`config.mk`:
```
export PLATFORM = sky130hd
export DESIGN_NAME = ordsafe_cmp
export DESIGN_NICKNAME = d
export VERILOG_FILES = /design/src/rtl/ordsafe_cmp_pkg.sv /design/src/rtl/ordsafe_narrow.sv /design/src/rtl/ordsafe_flags.sv /design/src/rtl/ordsafe_cmp.sv
export SDC_FILE = /design/constraint.sdc
export NUM_CORES = 1
export LEC_CHECK = 0
export CAP_MARGIN = 20
export CORE_ASPECT_RATIO = 0.9
export CORE_MARGIN = 2
export CORE_UTILIZATION = 34
export CTS_CLUSTER_DIAMETER = 200
export CTS_CLUSTER_SIZE = 24
export DETAILED_ROUTE_END_ITERATION = 16
export RECOVER_POWER = 50
export REMOVE_ABC_BUFFERS = 1
export SKIP_CTS_REPAIR_TIMING = 1
export SLEW_MARGIN = 20
export SYNTH_ARGS = -nofsm -noshare
export SYNTH_HDL_FRONTEND = slang
export SYNTH_SLANG_ARGS = --single-unit
```
`constraint.sdc`:
```
create_clock -name clk -period 4.28 [get_ports clk]
set_clock_uncertainty 0.05 [all_clocks]
set_input_delay 0.428 -clock clk [delete_from_list [all_inputs] [get_ports clk]]
set_output_delay 0.428 -clock clk [all_outputs]
set_load 0.01 [all_outputs]
```
`src/rtl/ordsafe_cmp_pkg.sv`:
```
package ordsafe_cmp_pkg;
    typedef enum logic [1:0] {
        OP_LOAD  = 2'b00,
        OP_SUB   = 2'b01,
        OP_NAR_S = 2'b10,
        OP_NAR_U = 2'b11
    } op_e;

    typedef enum logic {
        ST_IDLE = 1'b0,
        ST_DONE = 1'b1
    } state_e;

    typedef struct packed {
        logic lt;
        logic le;
        logic gt;
        logic ge;
        logic eq;
        logic ne;
    } rel_t;
endpackage

```
`src/rtl/ordsafe_narrow.sv`:
```
module ordsafe_narrow #(
    parameter int WIDTH = 16,
    parameter int HB    = 8
) (
    input  logic [WIDTH-1:0] cur,
    input  logic [WIDTH-1:0] opnd,
    input  logic             is_signed,
    output logic [WIDTH-1:0] narrowed
);
    localparam int LOW = WIDTH - HB;

    logic [HB-1:0] opnd_hi;
    logic [HB-1:0] hi_inc;
    logic [HB-1:0] hi_dec;
    logic          msb_differ;
    logic          take_inc;

    assign opnd_hi    = opnd[WIDTH-1:LOW];
    assign hi_inc     = opnd_hi + HB'(1);
    assign hi_dec     = opnd_hi - HB'(1);
    assign msb_differ = cur[WIDTH-1] ^ opnd[WIDTH-1];
    // signed: cur non-negative -> sit just above operand; unsigned mirrors it
    assign take_inc   = is_signed ? ~cur[WIDTH-1] : cur[WIDTH-1];

    always_comb begin
        narrowed = cur;
        if (msb_differ) begin
            narrowed[WIDTH-1:LOW] = take_inc ? hi_inc : hi_dec;
        end
    end
endmodule

```
`src/rtl/ordsafe_flags.sv`:
```
module ordsafe_flags #(
    parameter int WIDTH = 16
) (
    input  logic [WIDTH-1:0]         value,
    output ordsafe_cmp_pkg::rel_t    rel
);
    logic neg;
    logic zero;

    assign neg  = value[WIDTH-1];
    assign zero = (value == '0);

    always_comb begin
        rel.lt = neg;
        rel.eq = zero;
        rel.le = neg | zero;
        rel.gt = ~(neg | zero);
        rel.ge = ~neg;
        rel.ne = ~zero;
    end
endmodule

```
`src/rtl/ordsafe_cmp.sv`:
```
module ordsafe_cmp #(
    parameter int WIDTH = 16,
    parameter int HB    = 8
) (
    input  logic             clk,
    input  logic             rst,
    input  logic             in_valid,
    input  logic [1:0]       in_op,
    input  logic [WIDTH-1:0] in_opnd,
    output logic             done,
    output logic [WIDTH-1:0] acc,
    output logic             f_lt,
    output logic             f_le,
    output logic             f_gt,
    output logic             f_ge,
    output logic             f_eq,
    output logic             f_ne
);
    import ordsafe_cmp_pkg::*;

    state_e           state_q, state_d;
    logic [WIDTH-1:0] acc_q, acc_d;
    logic [WIDTH-1:0] narrowed;
    logic [WIDTH-1:0] diff;
    logic             accept;
    op_e              op;
    rel_t             rel;

    assign op     = op_e'(in_op);
    assign accept = in_valid && (state_q == ST_IDLE);
    assign diff   = acc_q - in_opnd;

    ordsafe_narrow #(.WIDTH(WIDTH), .HB(HB)) u_narrow (
        .cur       (acc_q),
        .opnd      (in_opnd),
        .is_signed (op == OP_NAR_S),
        .narrowed  (narrowed)
    );

    ordsafe_flags #(.WIDTH(WIDTH)) u_flags (
        .value (acc_q),
        .rel   (rel)
    );

    // next-state and datapath selection
    always_comb begin
        state_d = state_q;
        acc_d   = acc_q;
        unique case (state_q)
            ST_IDLE: begin
                if (accept) begin
                    state_d = ST_DONE;  // ACCEPT
                    unique case (op)
                        OP_LOAD:  acc_d = in_opnd;
                        OP_SUB:   acc_d = diff;
                        OP_NAR_S,
                        OP_NAR_U: acc_d = narrowed;
                        default:  acc_d = acc_q;
                    endcase
                end
            end
            ST_DONE: state_d = ST_IDLE;  // RETIRE
            default: state_d = ST_IDLE;
        endcase
    end

    // state register
    always_ff @(posedge clk) begin
        if (rst) begin
            state_q <= ST_IDLE;
            acc_q   <= '0;
        end else begin
            state_q <= state_d;
            acc_q   <= acc_d;
        end
    end

    // outputs
    always_comb begin
        done = (state_q == ST_DONE);
        acc  = acc_q;
        f_lt = rel.lt;
        f_le = rel.le;
        f_gt = rel.gt;
        f_ge = rel.ge;
        f_eq = rel.eq;
        f_ne = rel.ne;
    end
endmodule

```
==> key figures <==
Place
  – Post-DP Area: 2420 um2
  – Port bufs: 43
  – HPWL Detailed: 4.61 mm
  – Final Wtd Congestion: 0.921

Clock network
  – Root buffer cell: clkbuf_8
  – CTS H-tree depth: 1
  – CTS clk-pin slew, worst paths: 70 ps
  – CTS Buffer Depth: 2
  – Num CTS Buffers: 3
  – Clock Latency Late Sink: 260 ps
  – CTS Sinks: 17
  – TritonCTS clock tree: done

GRT
  – Vias in the first global route: 1,876
  – GRT overflow: 0
  – First-pass GRT wire length: 9.53 mm
  – GRT Util Overall: 19.2%
  – Met1 Resource Use GR: 28.6%
  – GR Util met3: 2.49%
  – GRT met2 Usage: 30.5%
  – GRT Max-Usage Layer: met2
  – Largest net degree at the start of global routing: 20
  – Initial antenna violation count: 0

STA
  – Final hold vios: 0
  – Final min period: 3270 ps
  – Unrepaired setup endpoints after global routing: false
  – Final period utilization: 76.4%
  – WHS: 480 ps
  – Max Transition Viols Final: 0
  – Fmax: 0.306 GHz
  – Setup TNS: 0 ps
  – Final setup viols: 0
  – Worst Tran Pin Value: 994 ps
  – Max-slew headroom: 33.5%

Synthesis
  – Main combinational cell family by area after synthesis: compound AO/OA/AOI/OAI gates
  – Commonest cells post-synth: nor2_1, inv_1, o21ai_0
  – Post-Synth XOR/XNOR Area: 5.39%
  – Simple-gate area share of the yosys netlist: 23.2%
  – Sequential cell area fraction in the yosys report: 17.7%
  – Top cell type's share of synthesized area: 17.7%
  – Synth area leader: dfxtp_1
  – Synth Area in Adders: 12.1%
  – Synth unique cells: 57
  – Ys flop type: dfxtp_1
  – Ys Warns: 0
  – Synth Area in Compound Gates: 33.6%
  – Count leader, synth: nor2_1
  – Yosys reg bits: 17
  – Post-Syn Instances: 264
  – Syn_area_per_cell: 7.30 um2
  – Synthesized area: 1930 um2
  – Top cells by area, synth: dfxtp_1, ha_1, o21ai_0, nor2_1, inv_1
  – Fraction of registers with async set or reset after synthesis: 0%
  – Number of synthesized flops with an enable pin: 0
  – Multiplexer area fraction after synthesis: 1.10%

Power
  – Power Density: 260 nW/um2
  – Peak supply drop: 129 uV
  – Leakage: 1.10 nW

Die
  – Die Footprint: 6290 um2
  – Cell Rows: 25
  – Core area: 5350 um2
  – Chip width: 83.4 um
  – # IOs: 44
  – Die Y: 75.4 um
  – Starting density of the core: 36.0%

Worst setup path
  – WS Path Type: in -> reg
  – Critical Path Fanout Max: 12
  – Crit path cell chain: clkdlybuf4s50_1 > buf_4 > and2b_2 > xnor2_2 > inv_1 > xnor2_1 > ha_1 > nor3_1 > a21oi_1 > or3_1 > a21bo_2 > a32oi_1 > o21ai_0
  – Buffers & Inverters on Critical Path: 3
  – Worst Path Arrival: 3360 ps
  – Slowest-stage cell, CP: clkdlybuf4s50_1
  – CP peak stage delay: 450 ps
  – Crit path launch type: input port
  – Worst setup EP type: register
  – Required @ worst endpoint: 4360 ps
  – Cell family with most CP delay: buffers and inverters

Cells and area
  – Antenna diode instance count: 0
  – Design area: 2460 um2
  – Layout cells sized above 1: 5.59%
  – Synth-to-layout area growth: 27.9%
  – Fill count: 554
  – Final nets: 344

Detailed routing
  – Via-per-instance ratio: 5.48
  – Vias: 2,034
  – WL/cell: 15.8 um
  – Routed WL: 5.88 mm
  – DR pass1 iterations: 4
  – Routed Antenna Nets: 0
  – DRC: 0
  – DRT iter0 DRCs: 115

Run
  – Max-cap viol count: 0

Worst hold path
  – Tightest Hold Check Type: reg -> reg

Status
  – Status: completed
## registers in the layout, summed over array words and instances (netlist names)
| signal | flops |
|---|---|
| acc | 16 |
| done | 1 |
## power by group
| group | leakage, nW | switching [mW] | internal [mW] |
|---|---|---|---|
| clock network | 0.0228 | 0.0635 | 0.0662 |
| registers | 0.140 | 0.0188 | 0.173 |
| logic | 0.937 | 0.168 | 0.151 |
## cells by family after synthesis
family	after synthesis
fa+ha+maj	18
xor+xnor	11
mux	2
flops	17
simple gates	88
compound gates	93
buf+inv	35
## worst min-delay path, delay by kind of cell (launching register included)
family         cells  cell delay [ps]
flip-flops         1              340
AO/OA/AOI/OAI      2              140
## routing by layer
| metal | part of all wire [%] | vias up | wire [um] |
|---|---|---|---|
| met3 | 4.1 | 2 | 240 |
| met2 | 44 | 35 | 2570 |
| met5 | 0 | - | 0 |
| met1 | 52 | 933 | 3040 |
| met4 | 0.46 | 0 | 27 |
| li1 | - | 1064 | - |
## stage by stage
stage | std cells | utilization, % | power [mW] | setup slack [ps]
floorplan | 254 | - | 0.389 | 1600
global placement | 367 | 45.3 | 0.516 | 878
detailed placement | 367 | 45.3 | 0.519 | 770
CTS | 371 | 46.1 | 0.652 | 1030
global route | 371 | 46.1 | 0.689 | 764
finish | 371 | 46.1 | 0.640 | 1010
## path summary, 6_finish.rpt
path / start / end / slack, ps / depth (start not counted)
worst max-delay path: in_op[0] / acc[14] / 1010 / 13
worst min-delay path: acc[3] / acc[3] / 480 / 2
worst max register to register: acc[15] / acc[14] / 1400 / 11
worst min register to register: acc[3] / acc[3] / 480 / 2
## layout by cell type (no fill, tap or decap), types with 3 or more instances in the layout
cell type | netlist | final
o21ai_0 | 24 | 24
nor2_1 | 27 | 27
dfxtp_1 | 17 | 17
clkdlybuf4s50_1 | 0 | 24
inv_1 | 24 | 24
clkbuf_8 | 0 | 3
o21a_1 | 4 | 4
nand3_1 | 7 | 7
ha_1 | 17 | 17
nor3_1 | 5 | 5
a21o_1 | 3 | 3
xnor2_1 | 7 | 7
a211oi_1 | 7 | 7
o22ai_1 | 3 | 3
nand2b_1 | 8 | 8
o211a_1 | 3 | 3
a21oi_1 | 15 | 15
xor2_1 | 3 | 3
nand4_1 | 3 | 3
dlygate4sd3_1 | 0 | 19
a221oi_1 | 5 | 5
nand2_1 | 16 | 16
nor4_1 | 6 | 6
or2_2 | 4 | 4
a311oi_1 | 3 | 3
## final cells by class
cell class,count,area (um2),area share (%)
tap,67,83.8,3.40
sequential,17,340,13.8
timing repair buffer,46,449,18.2
inverter,25,93.8,3.81
multi-input combinational,212,1450,58.9
clock buffer,4,45.0,1.83
(Power assumes the default switching activity.)
